[config.mk]
export PLATFORM = sky130hd
export DESIGN_NAME = mls_com_scan
export DESIGN_NICKNAME = d
export VERILOG_FILES = /design/src/rtl/mls_scan_pkg.sv /design/src/rtl/mls_line_timer.sv /design/src/rtl/mls_scan_cfg.sv /design/src/rtl/mls_group_walker.sv /design/src/rtl/mls_com_scan.sv
export SDC_FILE = /design/constraint.sdc
export NUM_CORES = 1
export LEC_CHECK = 0
export BUFFER_PORTS_ARGS = -buffer_cell sky130_fd_sc_hd__buf_2
export CAP_MARGIN = 25
export CORE_MARGIN = 2
export CORE_UTILIZATION = 35
export CTS_BUF_LIST = sky130_fd_sc_hd__clkbuf_4 sky130_fd_sc_hd__clkbuf_8
export DETAILED_ROUTE_END_ITERATION = 6
export HOLD_SLACK_MARGIN = 0.12
export MAX_ROUTING_LAYER = met4
export PLACE_DENSITY_LB_ADDON = 0.08
export SETUP_SLACK_MARGIN = 0.3
export SYNTH_ARGS = -nofsm -noshare
export SYNTH_HDL_FRONTEND = slang
export SYNTH_SLANG_ARGS = --single-unit
[constraint.sdc]
create_clock -name clk -period 2.87 [get_ports clk]
set_input_delay 0.574 -clock clk [delete_from_list [all_inputs] [get_ports clk]]
set_output_delay 0.574 -clock clk [all_outputs]
set_load 0.01 [all_outputs]
[src/rtl/mls_scan_pkg.sv]
package mls_scan_pkg;

   typedef enum logic {
      DIR_FWD = 1'b0,
      DIR_REV = 1'b1
   } scan_dir_e;

   // next group index around a ring of n groups
   function automatic logic [31:0] grp_step(input logic [31:0] g,
                                            input scan_dir_e   d,
                                            input logic [31:0] n);
      if (d == DIR_FWD) return (g == n - 1) ? 32'd0 : g + 32'd1;
      else              return (g == 32'd0) ? n - 1 : g - 32'd1;
   endfunction

endpackage

[src/rtl/mls_line_timer.sv]
module mls_line_timer #(
   parameter int unsigned LINE_CLKS = 2
) (
   input  logic clk,
   input  logic rst_n,
   output logic line_first,
   output logic line_last
);
   localparam int unsigned PH_W = (LINE_CLKS > 1) ? $clog2(LINE_CLKS) : 1;
   localparam bit          POW2 = ((LINE_CLKS & (LINE_CLKS - 1)) == 0);

   logic [PH_W-1:0] ph_q;

   generate
      if (LINE_CLKS < 2) begin : g_bad_clks
         $error("mls_line_timer: LINE_CLKS must be at least 2");
      end
      if (POW2) begin : g_wrap_free
         always_ff @(posedge clk) begin
            if (!rst_n) ph_q <= '0;
            else        ph_q <= ph_q + 1'b1;
         end
      end else begin : g_wrap_cmp
         always_ff @(posedge clk) begin
            if (!rst_n)                            ph_q <= '0;
            else if (ph_q == PH_W'(LINE_CLKS - 1)) ph_q <= '0;
            else                                   ph_q <= ph_q + 1'b1;
         end
      end
   endgenerate

   assign line_first = (ph_q == '0);
   assign line_last  = (ph_q == PH_W'(LINE_CLKS - 1));
endmodule

[src/rtl/mls_scan_cfg.sv]
module mls_scan_cfg
   import mls_scan_pkg::*;
#(
   parameter int unsigned NUM_GROUPS = 46,
   parameter int unsigned GW         = 6,
   parameter int unsigned START_W    = 7,
   parameter int unsigned LINES_W    = 6
) (
   input  logic               clk,
   input  logic               rst_n,
   input  logic               start_we,
   input  logic [START_W-1:0] start_val,
   input  logic               lines_we,
   input  logic [LINES_W-1:0] lines_val,
   input  logic               dir_rev,
   input  logic               frame_end,
   output logic [GW-1:0]      next_start_grp,
   output logic [LINES_W-1:0] act_lines,
   output scan_dir_e          act_dir
);
   localparam int unsigned START_LIMIT = 2 * NUM_GROUPS;
   localparam int unsigned LINES_RST   = NUM_GROUPS - 1;

   logic [START_W-1:0] pend_start_q;
   logic [LINES_W-1:0] pend_lines_q;
   logic [LINES_W-1:0] act_lines_q;
   scan_dir_e          act_dir_q;
   logic               start_ok, lines_ok;

   generate
      if (START_W < $clog2(START_LIMIT)) begin : g_bad_start_w
         $error("mls_scan_cfg: START_W too narrow for the start range");
      end
      if (LINES_W < $clog2(NUM_GROUPS)) begin : g_bad_lines_w
         $error("mls_scan_cfg: LINES_W too narrow for the height range");
      end
   endgenerate

   assign start_ok = (32'(start_val) < START_LIMIT);
   assign lines_ok = (32'(lines_val) < NUM_GROUPS);

   // pending copies take legal writes at any time
   always_ff @(posedge clk) begin
      if (!rst_n) begin
         pend_start_q <= '0;
         pend_lines_q <= LINES_W'(LINES_RST);
      end else begin
         if (start_we && start_ok) pend_start_q <= start_val;
         if (lines_we && lines_ok) pend_lines_q <= lines_val;
      end
   end

   // active copies only move at a frame boundary
   always_ff @(posedge clk) begin
      if (!rst_n) begin
         act_lines_q <= LINES_W'(LINES_RST);
         act_dir_q   <= DIR_FWD;
      end else if (frame_end) begin
         act_lines_q <= pend_lines_q;
         act_dir_q   <= dir_rev ? DIR_REV : DIR_FWD;
      end
   end

   assign next_start_grp = GW'(pend_start_q[START_W-1:1]);
   assign act_lines      = act_lines_q;
   assign act_dir        = act_dir_q;
endmodule

[src/rtl/mls_group_walker.sv]
module mls_group_walker
   import mls_scan_pkg::*;
#(
   parameter int unsigned NUM_GROUPS = 46,
   parameter int unsigned GW         = 6,
   parameter int unsigned LINES_W    = 6
) (
   input  logic               clk,
   input  logic               rst_n,
   input  logic               line_first,
   input  logic               line_last,
   input  logic [LINES_W-1:0] act_lines,
   input  scan_dir_e          act_dir,
   input  logic [GW-1:0]      next_start_grp,
   output logic [GW-1:0]      grp_idx,
   output logic               frame_end,
   output logic               frame_first
);
   logic [LINES_W-1:0] pos_q;
   logic [GW-1:0]      cur_q;
   logic               last_pos;

   assign last_pos  = (pos_q == act_lines);
   assign frame_end = line_last && last_pos;

   always_ff @(posedge clk) begin
      if (!rst_n) begin
         pos_q <= '0;
         cur_q <= '0;
      end else if (frame_end) begin
         pos_q <= '0;
         cur_q <= next_start_grp;
      end else if (line_last) begin
         pos_q <= pos_q + 1'b1;
         cur_q <= GW'(grp_step(32'(cur_q), act_dir, NUM_GROUPS));
      end
   end

   assign grp_idx     = cur_q;
   assign frame_first = line_first && (pos_q == '0);
endmodule

[src/rtl/mls_com_scan.sv]
module mls_com_scan #(
   parameter int unsigned NUM_COM     = 184,
   parameter int unsigned GROUP_LINES = 4,
   parameter int unsigned LINE_CLKS   = 2,
   parameter int unsigned NUM_GROUPS  = NUM_COM / GROUP_LINES,
   parameter int unsigned GW          = $clog2(NUM_GROUPS),
   parameter int unsigned START_W     = $clog2(2 * NUM_GROUPS),
   parameter int unsigned LINES_W     = $clog2(NUM_GROUPS)
) (
   input  logic               clk,
   input  logic               rst_n,
   input  logic               start_we,
   input  logic [START_W-1:0] start_val,
   input  logic               lines_we,
   input  logic [LINES_W-1:0] lines_val,
   input  logic               dir_rev,
   output logic [GW-1:0]      group_idx,
   output logic               frame_start,
   output logic               line_strobe
);
   import mls_scan_pkg::*;

   generate
      if (NUM_COM % GROUP_LINES != 0) begin : g_bad_grouping
         $error("mls_com_scan: NUM_COM must be a multiple of GROUP_LINES");
      end
      if (NUM_GROUPS != NUM_COM / GROUP_LINES || NUM_GROUPS < 2) begin : g_bad_groups
         $error("mls_com_scan: NUM_GROUPS inconsistent with NUM_COM");
      end
   endgenerate

   logic          line_first, line_last, frame_end;
   logic [GW-1:0]      next_start_grp;
   logic [LINES_W-1:0] act_lines;
   scan_dir_e          act_dir;

   mls_line_timer #(.LINE_CLKS(LINE_CLKS)) u_timer (
      .clk        (clk),
      .rst_n      (rst_n),
      .line_first (line_first),
      .line_last  (line_last)
   );

   mls_scan_cfg #(
      .NUM_GROUPS (NUM_GROUPS),
      .GW         (GW),
      .START_W    (START_W),
      .LINES_W    (LINES_W)
   ) u_cfg (
      .clk            (clk),
      .rst_n          (rst_n),
      .start_we       (start_we),
      .start_val      (start_val),
      .lines_we       (lines_we),
      .lines_val      (lines_val),
      .dir_rev        (dir_rev),
      .frame_end      (frame_end),
      .next_start_grp (next_start_grp),
      .act_lines      (act_lines),
      .act_dir        (act_dir)
   );

   mls_group_walker #(
      .NUM_GROUPS (NUM_GROUPS),
      .GW         (GW),
      .LINES_W    (LINES_W)
   ) u_walk (
      .clk            (clk),
      .rst_n          (rst_n),
      .line_first     (line_first),
      .line_last      (line_last),
      .act_lines      (act_lines),
      .act_dir        (act_dir),
      .next_start_grp (next_start_grp),
      .grp_idx        (group_idx),
      .frame_end      (frame_end),
      .frame_first    (frame_start)
   );

   assign line_strobe = line_last;
endmodule

==> flow_metrics.tcl, run 1 <==
set metrics [dict create \
    outcome "finished, final reports clean" \
    p_sw_mw 0.243 \
    critPathBufInv 2 \
    grtUsageTotal 0.143 \
    critPathMaxFanout 5 \
    final_cell_mix "dfxtp_1, buf_2, nor2_1, mux2i_1, nand2_1" \
    gr-usage-met1 0.187 \
    clock_sinks 32 \
    fin_cells 255 \
    postRouteAntennaNets 0 \
    die-area_um2 5200 \
    dr.pass1.iters 4 \
    routedWlPerCell_um 13.1 \
    hp-class "reg -> reg" \
    synth_cell_types 42 \
    area_growth_pct 16.6 \
    finalSetupViolCount 0 \
    grt_pass1_vias 1251 \
    dpl.hpwl_mm 2.53 \
    slowest_stage "or4b_2" \
    rows 24 \
    syn-cell-area_um2 1630 \
    drc 0 \
    grt_pass1_wl_mm 5.67 \
    p_leak_nw 0.779 \
    min_from "u_cfg.pend_lines_q[3]$_SDFFE_PN1P_" \
    critical_path_arrival_ps 1730 \
    max_slew_margin 0.455 \
    grt_max_degree 14 \
    initial_core_util 0.368 \
    end_kind "primary output" \
    die_h_um 72.1 \
    vias 1309 \
    synth-seq-cells 32 \
    fin_crit_sh 0.804 \
    tritoncts "done" \
    crit_family "simple AND/OR/NAND/NOR gates" \
    numPlacedInstances 247 \
    worstReg2RegStart "u_timer.line_last$_SDFF_PN0_" \
    cp-startpoint "u_walk.pos_q[0]$_SDFFE_PP0P_" \
    clk_path_buf_depth 2 \
    die_w_um 72.1 \
    tns_ps 0 \
    grtUsageMet3 0.0333 \
    cp.required_ps 2300 \
    overflow 0 \
    p_comb_frac 0.093 \
    final_common_cell "dfxtp_1" \
    power.density_nw_per_um2 530 \
    pwr-share-clk 0.429 \
    period_minus_slack_ps 2310 \
    num_io_pins 26 \
    worstSetupStartpointType "flip-flop" \
    clock_latency_ps 290 \
    nets 226 \
    cts_setup_buffers 0 \
    fillers 449 \
    worst-setup-path-type "reg -> out" \
    pwr-share-seq 0.478 \
    cts_resized 0 \
    antenna_found_initial 0 \
    cpPeakStageDelay_ps 570 \
    clk_pin_slew_worst_paths_ps 70 \
    syn_inst 177 \
    reg2reg_slack_ps 800 \
    diodes 0 \
    clockRootBuffer "clkbuf_8" \
    drive_gt1_frac 0.197 \
    tightest_slew_ps 811 \
    coreArea_um2 4410 \
    switching_share 0.242 \
    vdd_ir_drop_max_mv 0.317 \
    synth_warnings 0 \
    drtIter0Drc 60 \
    rsz0062_at_grt "no" \
    internal_power_mw 0.760 \
    finalWirelength_mm 3.34 \
    cap_violations 0 \
    ctsHoldBuffers 0 \
    cts_max_level 2 \
    vias_per_cell 5.13 \
    fin_worst_skew_ps 6.80 \
    synth_fp_nets 201 \
    p_total_mw 1.00 \
    gr-max-usage-layer "met2" \
    slew_viol_final 0 \
    cts_buffers 5 \
    clock.fmax_mhz 433 \
    gp_congestion 0.815 \
    synth-seq-area-share 0.394 \
    syn_avg_cell_area_um2 9.18 \
    hold_viol 0 \
    port_buffers 24 \
    path_cells "inv_1, ha_1, or4b_2, nor3_1, buf_2" \
    use_met2 0.202 \
]
[cell families after synthesis]
| group | Yosys count | share of synthesized area |
|---|---|---|
| AOI/OAI and AO/OA | 25 | 0.116 |
| xor gates and xnor gates | 14 | 0.0754 |
| adders and majority gates | 6 | 0.0462 |
| buffers and inverters | 16 | 0.0439 |
| DFF | 32 | 0.394 |
| muxes | 20 | 0.124 |
| and+or+nand+nor | 64 | 0.200 |
[stage by stage]
step	hold slack [ps]	setup slack (ps)	util	instance area [µm²]
2_1_floorplan	444	933	-	1630
3_3_place_gp	463	792	0.404	1780
3_5_place_dp	474	759	0.404	1780
4_1_cts	493	542	0.429	1900
5_1_grt	506	439	0.429	1900
6_report	488	561	0.429	1900
[metal layers]
metal / vias to the layer above / routed length [µm]
met4: 0 / 74
met3: 8 / 192
met2: 35 / 1360
met5: - / 0
li1: 673 / -
met1: 593 / 1710
[sequential cells by signal, indices dropped and copies added (netlist names)]
name / count
u_cfg.act_lines: 6
u_walk.grp_idx: 6
u_cfg.act_dir: 1
u_cfg.pend_lines_q: 6
u_cfg.pend_start_q: 6
u_timer.line_last: 1
u_walk.pos_q: 6
[path summary, 6_finish.rpt]
kind / end / cells past startpoint
hold reg to reg: u_cfg.pend_lines_q[3]$_SDFFE_PN1P_ / 2
hold / removal: u_cfg.pend_lines_q[3]$_SDFFE_PN1P_ / 2
setup reg to reg: u_walk.grp_idx[5]$_SDFFE_PN0P_ / 5
setup / recovery: frame_start / 5
[power by group through the flow]
| stage | combinational (mW) | sequential, mW | clock, mW |
|---|---|---|---|
| global placement | 0.0916 | 0.490 | 0 |
| detailed placement | 0.0936 | 0.490 | 0 |
| global route | 0.105 | 0.483 | 0.461 |
| floorplan | 0.0678 | 0.482 | 0 |
| CTS | 0.0940 | 0.480 | 0.439 |
| finish | 0.0931 | 0.480 | 0.430 |
[cell type report]
class                   count  area [µm²]  area share
clock buffers               5        68.8      0.0363
clock inverters             3        42.5      0.0224
inverters                   8        30.0      0.0158
multi-input cells         129         913       0.482
flip-flops and latches     32         641       0.338
well taps                  52        65.1      0.0343
repair buffers             26         135      0.0713
[cells in the mapped netlist, drive strengths merged]
master	instances	area, µm²
xnor2	6	52.6
xor2	8	70.1
clkbuf	4	15.0
o2bb2ai	1	8.76
nand2	17	63.8
o311ai	1	8.76
nor3	6	30.0
and3b	1	8.76
nand3	3	15.0
or3b	1	8.76
a311oi	1	8.76
mux2i	19	190
buf	4	26.3
nor4	2	27.5
o21a	1	7.51
o211ai	1	7.51
a21oi	2	10.0
a32oi	1	8.76
mux2	1	11.3
nand4	3	18.8
ha	6	75.1
a221o	1	10.0
dfxtp	32	641
nand4bb	1	11.3
o21bai	2	15.0
a2111oi	1	8.76
or4b	1	10.0
and4	1	8.76
inv	8	30.0
a211oi	4	35.0
o21ai	4	20.0
a31oi	2	12.5
nand2b	1	6.26
nor2b	3	18.8
nor2	22	82.6
or3	1	6.26
o31ai	3	27.5
nand4b	1	8.76
[worst min-delay path, delay by kind of cell (launching register included)]
family	cells	cell delay (ps)
flip-flops	1	340
multiplexers	1	70
AND/OR/NAND/NOR	1	50
Power figures use the tool's default switching activity.
==> run 2: changes to the inputs <==
==> constraint.sdc (replaced) <==
create_clock -name clk -period 2.1 [get_ports clk]
set_input_delay 0.42 -clock clk [delete_from_list [all_inputs] [get_ports clk]]
set_output_delay 0.42 -clock clk [all_outputs]
set_load 0.01 [all_outputs]
==> flow_metrics.tcl, run 2 (synthesized netlist as in run 1, its figures left out) <==
set metrics [dict create \
    clock_latency_ps 270 \
    overflow 0 \
    dr.pass1.iters 4 \
    area_growth_pct 20.2 \
    grt_max_degree 19 \
    tightest_slew_ps 503 \
    period_minus_slack_ps 1890 \
    min_from "lines_val[0]" \
    cts_max_level 2 \
    die_h_um 72.1 \
    tns_ps 0 \
    cts_buffers 5 \
    p_total_mw 1.31 \
    critPathMaxFanout 2 \
    max_slew_margin 0.663 \
    worstReg2RegStart "u_walk.pos_q[1]$_SDFFE_PP0P_" \
    ctsHoldBuffers 0 \
    grt_pass1_vias 1291 \
    antenna_found_initial 0 \
    fin_util 0.443 \
    fin_cells 258 \
    grtUsageTotal 0.152 \
    outcome "finished, final reports clean" \
    die-area_um2 5200 \
    finalWirelength_mm 3.48 \
    die_w_um 72.1 \
    slew_viol_final 0 \
    clk_path_buf_depth 2 \
    hold_viol 0 \
    gp_congestion 0.816 \
    rows 24 \
    rsz0062_at_grt "yes" \
    worstSetupStartpointType "flip-flop" \
    numPlacedInstances 249 \
    vias 1330 \
    fin_worst_skew_ps 3.83 \
    worst-setup-path-type "reg -> out" \
    cp.required_ps 1680 \
    clk_pin_slew_worst_paths_ps 60 \
    hp-class "in -> reg" \
    p_leak_nw 0.804 \
    vdd_ir_drop_max_mv 0.393 \
    initial_core_util 0.368 \
    coreArea_um2 4410 \
    port_buffers 24 \
    cp-startpoint "u_walk.pos_q[1]$_SDFFE_PP0P_" \
    diodes 0 \
    clockRootBuffer "clkbuf_8" \
    clock.fmax_mhz 528 \
    routedWlPerCell_um 13.5 \
    vias_per_cell 5.16 \
    postRouteAntennaNets 0 \
    fillers 431 \
    end_kind "primary output" \
    tritoncts "done" \
    finalSetupViolCount 0 \
    final_common_cell "dfxtp_1" \
    fin_crit_sh 0.902 \
    clock_sinks 32 \
    grt_pass1_wl_mm 6.04 \
    critical_path_arrival_ps 1470 \
    drc 0 \
    cap_violations 0 \
    nets 230 \
    final_cell_mix "dfxtp_1, buf_2, nor2_1, mux2i_1, nand2_1" \
    drtIter0Drc 107 \
    drive_gt1_frac 0.248 \
    power.density_nw_per_um2 669 \
    dpl.hpwl_mm 2.50 \
    num_io_pins 26 \
]
==> run 2: cell type report <==
class,count,area [µm²],share of cell area
clock buffers,7,96.3,0.0493
well taps,52,65.1,0.0333
multi-input cells,129,936,0.479
repair buffers,30,169,0.0864
flip-flops and latches,32,656,0.335
inverters,8,32.5,0.0166
==> run 2: report_power, final <==
part | switching (mW) | internal (mW) | total, mW
logic | 0.0824 | 0.0725 | 0.155
clock network | 0.211 | 0.292 | 0.503
registers | 0.0204 | 0.629 | 0.649
total | 0.314 | 0.993 | 1.31
==> run 2: worst max-delay path: stages, from the launching register on <==
cell and delay, ps:
dfxtp_4 350, inv_4 50, ha_4 110, or4b_4 440, nor3_2 100, buf_2 140
==> run 2: what timing repair did <==
item,in CTS,in global routing
endpoints found under the setup margin,3,9
buffers inserted,2,0
pin swaps,1,2
gates resized for setup,10,7
==> run 2: path summary, 6_finish.rpt <==
path,end,slack (ps),cells past startpoint
setup / recovery,frame_start,210,5
hold / removal,u_cfg.pend_lines_q[0]$_SDFFE_PN1P_,360,3
setup reg to reg,u_walk.grp_idx[2]$_SDFFE_PN0P_,410,7
hold reg to reg,u_cfg.pend_lines_q[2]$_SDFFE_PN1P_,480,2
==> run 2: per-stage QoR <==
stage / cell area [µm²] / hold WS, ps / setup slack (ps)
after global placement: 1800 / 462 / 262
after CTS: 1930 / 354 / 135
after floorplan: 1630 / 444 / 317
after detailed placement: 1800 / 469 / 279
after global routing: 1950 / 377 / 126
final: 1950 / 362 / 205
==> run 2: routing by layer <==
layer	GRT usage	wire length, µm	vias to the layer above
li1	-	-	675
met1	0.201	1800	610
met2	0.220	1430	41
met3	0.0417	204	4
met4	0.0608	47	0
met5	-	0	-
